===== src/rtl/store_seq.sv =====
module store_seq #(
  parameter int AW = 16,
  parameter int DW = 16
) (
  input  logic          clk,
  input  logic          rst_n,
  input  logic          fetch_valid,
  input  logic          fetch_store,
  input  logic          irq_req,
  input  logic [AW-1:0] base_val,
  input  logic [AW-1:0] offset_val,
  input  logic [DW-1:0] src_val,
  output logic          stall,
  output logic          addr_le,
  output logic          wr_en,
  output logic          irq_take,
  output logic [AW-1:0] bus_addr,
  output logic [DW-1:0] dout
);

  logic          dec_vld, dec_st;
  logic          ex_vld, ex_st, ex_second;
  logic          irq_busy;
  logic [AW-1:0] addr_q;

  assign addr_le  = ex_vld & ex_st & ~ex_second;
  assign stall    = addr_le;
  assign wr_en    = ex_vld & ex_st & ex_second;
  assign irq_take = rst_n & irq_req & ~stall & ~irq_busy;
  assign bus_addr = addr_q;
  assign dout     = wr_en ? src_val : '0;

  always_ff @(posedge clk or negedge rst_n) begin
    if (!rst_n) begin
      dec_vld   <= 1'b0;
      dec_st    <= 1'b0;
      ex_vld    <= 1'b0;
      ex_st     <= 1'b0;
      ex_second <= 1'b0;
      irq_busy  <= 1'b0;
      addr_q    <= '0;
    end else begin
      if (stall) begin
        ex_second <= 1'b1;
      end else begin
        ex_vld    <= dec_vld & ~irq_take;
        ex_st     <= dec_st;
        ex_second <= 1'b0;
        dec_vld   <= fetch_valid & ~irq_take;
        dec_st    <= fetch_store;
      end
      if (addr_le) addr_q <= base_val + offset_val;
      irq_busy <= irq_take | (irq_busy & irq_req);
    end
  end

  p_write_follows_addr_r4: assert property (@(posedge clk) disable iff (!rst_n)
    addr_le |=> wr_en);
  p_addr_from_operands_r3: assert property (@(posedge clk) disable iff (!rst_n)
    addr_le |=> bus_addr == AW'($past(base_val) + $past(offset_val)));
  p_single_stall_r5: assert property (@(posedge clk) disable iff (!rst_n)
    stall |=> !stall);
  p_take_not_in_stall_r7: assert property (@(posedge clk) disable iff (!rst_n)
    stall |-> !irq_take);
  p_take_pulse_r8: assert property (@(posedge clk) disable iff (!rst_n)
    irq_take |=> !irq_take);
  p_take_flushes_r8: assert property (@(posedge clk) disable iff (!rst_n)
    irq_take |=> (!addr_le && !wr_en));
  p_dout_idle_r4: assert property (@(posedge clk) disable iff (!rst_n)
    !wr_en |-> dout == '0);

endmodule


===== config.mk =====
export PLATFORM = sky130hd
export DESIGN_NAME = store_seq
export DESIGN_NICKNAME = d
export VERILOG_FILES = /design/src/rtl/store_seq.sv
export SDC_FILE = /design/constraint.sdc
export NUM_CORES = 1
export LEC_CHECK = 0
export ABC_AREA = 0
export BUFFER_PORTS_ARGS = -buffer_cell sky130_fd_sc_hd__buf_2
export CAP_MARGIN = 5
export CORE_MARGIN = 4
export CORE_UTILIZATION = 40
export CTS_CLUSTER_DIAMETER = 150
export DETAILED_ROUTE_END_ITERATION = 10
export PLACE_DENSITY = 0.78
export SYNTH_ARGS = -nofsm -noshare
export SYNTH_HDL_FRONTEND = slang
export SYNTH_SLANG_ARGS = --single-unit
export TNS_END_PERCENT = 5

===== constraint.sdc =====
create_clock -name clk -period 1.75 [get_ports clk]
set_input_delay 0.175 -clock clk [delete_from_list [all_inputs] [get_ports clk]]
set_output_delay 0.175 -clock clk [all_outputs]
set_load 0.01 [all_outputs]

# Word-level counts from Yosys, hierarchy flattened
# Index checks and enable logic that the tools add are counted.
[totals]
register_bits = 22
latch_bits = 0
mem_bits_rw = 0
mem_bits_ro = 0
input_bits = 53
word_cells = 24
mem_count = 0
[op_classes]
n_addsub = 1
mul = 0
div = 0
n_lt_le_gt_ge = 0
eq_ne = 0
shifts = 0
n_mux = 2
n_bitwise = 14
n_reduce_logical = 0
[ops]
columns = ["operator", "count"]
rows = [
  ["$add A16 B16 Y16", 1],
  ["$mux W16", 1],
  ["$and A1 B1 Y1", 9],
  ["$not A1 Y1", 4],
  ["$mux W1", 1],
  ["$or A1 B1 Y1", 1],
]

# Longest topological paths before layout
# Gate-level depths: netlist of run 1.
[logic_depth]
ltp_word = 7
mapped_depth = 8
mapped_depth_nobuf = 8

# Worst setup path after synthesis of run 1
# Ideal clock, no wire load.
[synth_path]
path_type = "input-to-reg"
start = "input base_val[0]"
end = "register addr_q[14], in the netlist bus_addr[14]"
setup_time_ns = 0.130
t_arrival_ns = 1.914
t_required_ns = 1.620
setup_slack_ns = -0.294
cell_stages = 8
path_cell_list = "ha_1 -> fa_1 -> a21o_1 -> a221oi_2 -> o31ai_2 -> a311oi_2 -> xor2_1 -> o21ai_1"
[synth_between]
elab_chain_cells = 1
[synth_rtl]
columns = ["element", "line", "rtl"]
rows = [
  ["start, declared", "10", "input logic [AW-1:0] base_val,"],
  ["$add A16 B16 Y16", "52", "if (addr_le) addr_q <= base_val + offset_val;"],
  ["end signal, assigned", "52", ""],
  ["end, declared", "24", "logic [AW-1:0] addr_q;"],
]
# Every way passes these cells.
# A chain may end at the register's enable or synchronous reset.

# Worst setup path in the final report of run 1
[layout_path]
start = "input base_val[1]"
end = "register addr_q[15], in the netlist bus_addr[15]"
# Same word-level chain as after synthesis.

==> results of run 1 <==
==> power breakdown <==
part / leakage [nW] / internal, mW / switching, mW
sequential: 0.271 / 0.754 / 0.119
clock: 0.0288 / 0.200 / 0.150
combinational: 1.06 / 0.632 / 0.735
total: 1.36 / 1.59 / 1.00
==> stage by stage <==
stage / setup WS, ns / TNS [ns] / power, mW
2_1_floorplan: -0.2093 / -0.4394 / 1.642
3_3_place_gp: -0.3413 / -1.825 / 2.177
3_5_place_dp: -0.3779 / -2.181 / 2.228
4_1_cts: -0.01898 / -0.05562 / 2.602
5_1_grt: -0.09935 / -0.3261 / 2.818
6_report: -0.009895 / -0.009895 / 2.591
==> cell families (layout without fill, tap and decap cells) <==
| logic type | Yosys count | count (layout) | synth area share [%] |
|---|---|---|---|
| compound gates | 49 | 49 | 22.62 |
| simple gates | 74 | 74 | 22.63 |
| flops | 22 | 22 | 33.98 |
| fa+ha+maj | 16 | 16 | 12.82 |
| buf+inv | 10 | 128 | 2.548 |
| xor+xnor | 10 | 10 | 5.405 |
==> critical path: cells and delay by family <==
family          cells  cell delay (ns)
compound gates      3             0.66
buf+inv             1             0.12
simple gates        3             0.65
fa+ha+maj           1             0.29
==> what timing repair did <==
| action | 4_1_cts | 5_1_grt |
|---|---|---|
| setup endpoints to repair | 5 | 7 |
| hold buffers | 1 | 0 |
| resized for setup | 2 | 7 |
| hold endpoints to repair | 22 | 0 |
| setup buffers | 2 | 0 |
| cloned | 0 | 0 |
| pin swaps | 11 | 2 |
==> metal layers <==
| metal | vias up | wire [um] | track usage, % |
|---|---|---|---|
| met2 | 75 | 2103 | 32.86 |
| met5 | - | 0 | 0 |
| met4 | 0 | 34 | 5.637 |
| met3 | 2 | 396 | 2.104 |
| li1 | 877 | - | - |
| met1 | 765 | 1735 | 18.81 |
==> registers in the layout, indices dropped and copies added (netlist names) <==
name	flops
dec_st	1
irq_busy	1
ex_vld	1
ex_st	1
ex_second	1
dec_vld	1
bus_addr	16
==> path summary, 6_finish.rpt <==
kind / slack (ns) / from / to / depth (start not counted)
max: -0.01 / base_val[1] / bus_addr[15]$_DFFE_PN0P_ / 8
min: 0.12 / fetch_store / dec_st$_DFFE_PN0N_ / 3
max reg2reg: 0.29 / ex_vld$_DFFE_PN0N_ / bus_addr[15]$_DFFE_PN0P_ / 6
min reg2reg: 0.47 / dec_st$_DFFE_PN0N_ / dec_st$_DFFE_PN0N_ / 2
max in group asynchronous: 1.09 / rst_n / dec_vld$_DFFE_PN0N_ / 3
min in group asynchronous: 0.45 / rst_n / bus_addr[1]$_DFFE_PN0P_ / 3
==> cells in the final DEF (no fill, tap or decap), types with 4 or more instances in the layout <==
master / Yosys / routed
nor2_1: 4 / 4
dfrtp_1: 22 / 22
a21oi_1: 5 / 5
nand3_1: 4 / 4
xor2_1: 6 / 5
ha_1: 15 / 13
clkbuf_8: 0 / 4
a21o_1: 8 / 8
nand2_1: 35 / 35
buf_2: 0 / 86
o21ai_0: 13 / 12
buf_4: 1 / 32
xnor2_1: 4 / 4
and2_1: 17 / 17
==> cell type report <==
cell class / instances / area [um^2]
clock buffer: 4 / 55.05
fill: 318 / 1329
inverter: 3 / 15.01
multi-input combinational: 149 / 1086
sequential: 22 / 550.5
tap: 48 / 60.06
timing repair buffer: 121 / 703.2
==> impl_metrics.env, run 1 <==
export IMPL_status="finished with violations"
export IMPL_violations="setup timing"
export IMPL_placed_area_um2=2342
export IMPL_rsz0062_at_grt="yes"
export IMPL_finalWorstSetupSlack_ns=-0.009895
export IMPL_p_leak_nw=1.363
export IMPL_synth_edf_count=0
export IMPL_cp_cell_sequence="buf_2, ha_1, a21oi_1, nand4b_1, a21o_2, a2111oi_4, nor3_1, or3b_1"
export IMPL_grtUsageTotal_pct=16.97
export IMPL_path_clk_slew_ns=0.07
export IMPL_max_freq_mhz=568.2
export IMPL_ys_seq_area_share_pct=33.98
export IMPL_cts_buffers=3
export IMPL_gp_congestion=0.8568
export IMPL_critPathMaxFanout=4
export IMPL_finish_utilization_pct=65.02
export IMPL_synthCells=181
export IMPL_crit_slowest_cell="or3b_1"
export IMPL_num_rows=22
export IMPL_hold_class="input pin to flop"
export IMPL_crit_path_end_kind="flop"
export IMPL_drive_gt1_share_pct=46.15
export IMPL_peakVddDrop_mv=0.4356
export IMPL_relSlewSlack_pct=75.98
export IMPL_cts_tree="built"
export IMPL_grt_max_degree=23
export IMPL_synth_cell_types=40
export IMPL_skew_ns=0.0005188
export IMPL_netlist_area_um2=1620
export IMPL_netlist_top_cells_area="dfrtp_1 (34%), ha_1 (12%), nand2_1 (8.1%), and2_1 (6.6%), o21ai_0 (4.0%)"
export IMPL_core_area_um2=3799
export IMPL_design_area_um2=2470
export IMPL_numClockSinks=22
export IMPL_finalNonFillerCells=347
export IMPL_fin_hold_ws_ns=0.1217
export IMPL_period_share_pct=100.6
export IMPL_syn_area_per_cell_um2=8.952
export IMPL_fin_nets=369
export IMPL_cts_buffer_depth=2
export IMPL_h_tree_depth=1
export IMPL_start_kind="input pin"
export IMPL_synth_flop_cell="dfrtp_1"
export IMPL_drt_total_wl_um=4269
export IMPL_synthTopCellsByCount="nand2_1 (35), dfrtp_1 (22), and2_1 (17), ha_1 (15), o21ai_0 (13)"
export IMPL_p_per_area_nw_per_um2=1049
export IMPL_layout_min_cycle_time_ns=1.760
export IMPL_drv_slew=0
export IMPL_ys_warn_count=0
export IMPL_final_hold_viol_count=0
export IMPL_postRouteAntennaNets=0
export IMPL_grt_first_pass_wirelength_um=7113
export IMPL_avgRoutedWirePerCell_um=12.30
export IMPL_insertion_delay_ns=0.25
export IMPL_diodes=0
export IMPL_synth_largest_area_cell="dfrtp_1"
export IMPL_drc_errors=0
export IMPL_drt_iter0_drc=41
export IMPL_max_stage_delay_ns=0.35
export IMPL_path_class="input pin to flop"
export IMPL_io_buffers=88
export IMPL_antenna_found_initial=0
export IMPL_die_x_um=71.65
export IMPL_firstDrtPassIters=4
export IMPL_areaGrowthSynthToFinish_pct=52.43
export IMPL_boundaryPins=89
export IMPL_hpwl_um=3655
export IMPL_grt_overflow=0
export IMPL_worstMarginPinSlew_ns=0.3603
export IMPL_num_vias=1719
export IMPL_grt_pass1_vias=1646
export IMPL_root_buffer="clkbuf_8"
export IMPL_initial_core_util_pct=42.65
export IMPL_required_ns=1.89
export IMPL_dpl_cell_count=340
export IMPL_syn_nets=250
export IMPL_async_flop_share_pct=100.0
export IMPL_drv_cap=0
export IMPL_yosys_register_bits=22
export IMPL_synth_top_area_share_pct=33.98
export IMPL_finalSetupViolCount=1
export IMPL_via_per_inst=4.954
export IMPL_cp_arrival_ns=1.90
export IMPL_dieArea_um2=5133
export IMPL_yosysMostFrequentCell="nand2_1"
export IMPL_fp_dieH_um=71.65
Power figures use the tool's default switching activity.
==> run 2, diff against run 1 <==
--- a/config.mk
+++ b/config.mk
@@ -8,11 +8,13 @@
 export ABC_AREA = 0
 export BUFFER_PORTS_ARGS = -buffer_cell sky130_fd_sc_hd__buf_2
 export CAP_MARGIN = 5
+export CELL_PAD_IN_SITES_DETAIL_PLACEMENT = 1
+export CELL_PAD_IN_SITES_GLOBAL_PLACEMENT = 1
 export CORE_MARGIN = 4
-export CORE_UTILIZATION = 40
+export CORE_UTILIZATION = 31
 export CTS_CLUSTER_DIAMETER = 150
 export DETAILED_ROUTE_END_ITERATION = 10
-export PLACE_DENSITY = 0.78
+export PLACE_DENSITY = 0.84
 export SYNTH_ARGS = -nofsm -noshare
 export SYNTH_HDL_FRONTEND = slang
 export SYNTH_SLANG_ARGS = --single-unit
==> constraint.sdc (replaced) <==
create_clock -name clk -period 1.75 [get_ports clk]
set_input_delay 0.35 -clock clk [delete_from_list [all_inputs] [get_ports clk]]
set_output_delay 0.35 -clock clk [all_outputs]
set_load 0.01 [all_outputs]
==> run 2 against run 1 <==
  * The run still ends with setup timing left
  * Hold slack got worse by 0.065 ns
  * Die area increased by 26%
  * Global-route usage decreased by 0.35 points
  * First-iteration DRC count increased by 34%
  * Clock power is 5% higher
  * Clock skew is 0.0044 ns higher
  * Via count is 3.3% higher
  * Worst setup slack worse by 0.21 ns
  * Fmax down 11%
  * Non-clock buffer count down 1
  * Sequential share of layout area shrank 0.25 points
  * Wire length grew 23%
  * Critical endpoint is now bus_addr[14]$_DFFE_PN0P_
==> impl_metrics.env, run 2 (synthesis results as in run 1) <==
export IMPL_status="finished with violations"
export IMPL_violations="setup timing"
export IMPL_largest_register_ffs=16
export IMPL_via_per_inst=4.823
export IMPL_fin_hold_ws_ns=0.05707
export IMPL_antenna_found_initial=0
export IMPL_hold_class="input pin to asynchronous set/reset pin"
export IMPL_critPathMaxFanout=3
export IMPL_areaGrowthSynthToFinish_pct=54.13
export IMPL_insertion_delay_ns=0.27
export IMPL_firstDrtPassIters=4
export IMPL_drt_iter0_drc=55
export IMPL_cts_tree="built"
export IMPL_period_share_pct=112.4
export IMPL_die_x_um=80.30
export IMPL_path_class="input pin to flop"
export IMPL_cp_arrival_ns=2.12
export IMPL_diodes=0
export IMPL_n_fill_cell=644
export IMPL_p_per_area_nw_per_um2=1046
export IMPL_num_vias=1775
export IMPL_finalWorstSetupSlack_ns=-0.2176
export IMPL_initial_core_util_pct=31.93
export IMPL_drt_total_wl_um=5246
export IMPL_avgRoutedWirePerCell_um=14.26
export IMPL_worstMarginPinSlew_ns=0.3071
export IMPL_drv_cap=0
export IMPL_crit_path_end_kind="flop"
export IMPL_drc_errors=0
export IMPL_skew_ns=0.004920
export IMPL_max_freq_mhz=508.2
export IMPL_drive_gt1_share_pct=47.32
export IMPL_finalSetupViolCount=9
export IMPL_fp_dieH_um=80.30
export IMPL_fin_tns_setup_ns=-1.189
export IMPL_rr_worst_depth=6
export IMPL_final_cell_mix="buf_2 (86), nand2_1 (35), buf_4 (32), dfrtp_1 (22), and2_1 (17)"
export IMPL_reg2reg_setup_slack_ns=0.29
export IMPL_required_ns=1.90
export IMPL_num_rows=26
export IMPL_grt_max_degree=28
export IMPL_peakVddDrop_mv=0.3843
export IMPL_grtUsageTotal_pct=16.62
export IMPL_gp_congestion=0.8192
export IMPL_fin_nets=368
export IMPL_h_tree_depth=1
export IMPL_core_area_um2=5075
export IMPL_path_clk_slew_ns=0.07
export IMPL_postRouteAntennaNets=0
export IMPL_r2r_start="ex_st$_DFFE_PN0N_"
export IMPL_final_hold_viol_count=0
export IMPL_grt_overflow=0
export IMPL_numClockSinks=22
export IMPL_placed_area_um2=2370
export IMPL_root_buffer="clkbuf_8"
export IMPL_r2r_end="bus_addr[15]$_DFFE_PN0P_"
export IMPL_dp_slack_ns=-0.6580
export IMPL_relSlewSlack_pct=79.52
export IMPL_cts_buffers=3
export IMPL_p_leak_nw=1.368
export IMPL_design_area_um2=2497
export IMPL_final_common_cell="buf_2"
export IMPL_dieArea_um2=6447
export IMPL_boundaryPins=89
export IMPL_drv_slew=0
export IMPL_rsz0062_at_grt="yes"
export IMPL_hpwl_um=4307
export IMPL_grt_first_pass_wirelength_um=8466
export IMPL_io_buffers=88
export IMPL_start_kind="input pin"
export IMPL_layout_min_cycle_time_ns=1.968
export IMPL_hold_buffers=0
export IMPL_cts_buffer_depth=2
export IMPL_grt_pass1_vias=1851
==> run 2: cell types whose count changed in the layout (fill, tap and decap cells not counted), sizes merged <==
cell	previous run	this run
clkinv	0	1
clkinvlp	1	0
dlygate4sd3	1	0
==> run 2: how the worst max path moves through the flow <==
| stage | endpoint | from | slack, ns | depth (start not counted) |
|---|---|---|---|---|
| global placement | bus_addr[14]$_DFFE_PN0P_ | offset_val[0] | -0.58 | 9 |
| floorplan | bus_addr[14]$_DFFE_PN0P_ | base_val[0] | -0.38 | 8 |
| detailed placement | bus_addr[14]$_DFFE_PN0P_ | offset_val[0] | -0.66 | 9 |
| global route | bus_addr[14]$_DFFE_PN0P_ | offset_val[0] | -0.28 | 9 |
| CTS | bus_addr[14]$_DFFE_PN0P_ | offset_val[0] | -0.21 | 9 |
| finish | bus_addr[14]$_DFFE_PN0P_ | offset_val[0] | -0.22 | 9 |
==> run 2: report_power, final <==
group	leakage, nW	switching [mW]	internal [mW]
Combinational	1.07	0.769	0.603
Clock	0.0288	0.167	0.201
Sequential	0.271	0.119	0.754
Total	1.37	1.05	1.56
==> run 2: what timing repair did <==
| item | CTS | global route |
|---|---|---|
| pin swaps | 12 | 0 |
| gates resized for setup | 7 | 3 |
| endpoints found under the setup margin | 12 | 29 |
| gates cloned | 0 | 0 |
| buffers inserted | 2 | 0 |
==> run 2: stage by stage <==
step | instances | utilization [%] | power [mW]
final | 368 | 49.21 | 2.613
after global routing | 368 | 49.21 | 2.855
after CTS | 368 | 49.06 | 2.649
after detailed placement | 362 | 46.70 | 2.238
after global placement | 362 | 46.70 | 2.165
after floorplan | 181 | - | 1.642
==> run 2: critical path: stages <==
cell	delay, ns
buf_6	0.10
ha_4	0.15
fa_2	0.34
a21o_1	0.23
a221oi_4	0.33
o31ai_4	0.11
a311oi_2	0.24
xor2_1	0.18
o21ai_1	0.08
==> run 2: layout make-up <==
type	instances	area, um^2	area share, %
inverters	3	12.51	0.5010
well taps	70	87.58	3.507
clock buffers	4	55.05	2.204
multi-input cells	149	1099	43.99
repair buffers	120	693.2	27.76
flip-flops and latches	22	550.5	22.04
==> run 2: metal layers <==
metal  GRT usage (%)  routed length, um  part of all wire [%]  vias to the layer above
li1                -                  -                     -                      871
met1           17.98               1973                    38                      819
met2           31.79               2711                    52                       76
met3           2.691                449                   8.6                        9
met4           6.419                112                   2.1                        0
met5               0                  0                     0                        -
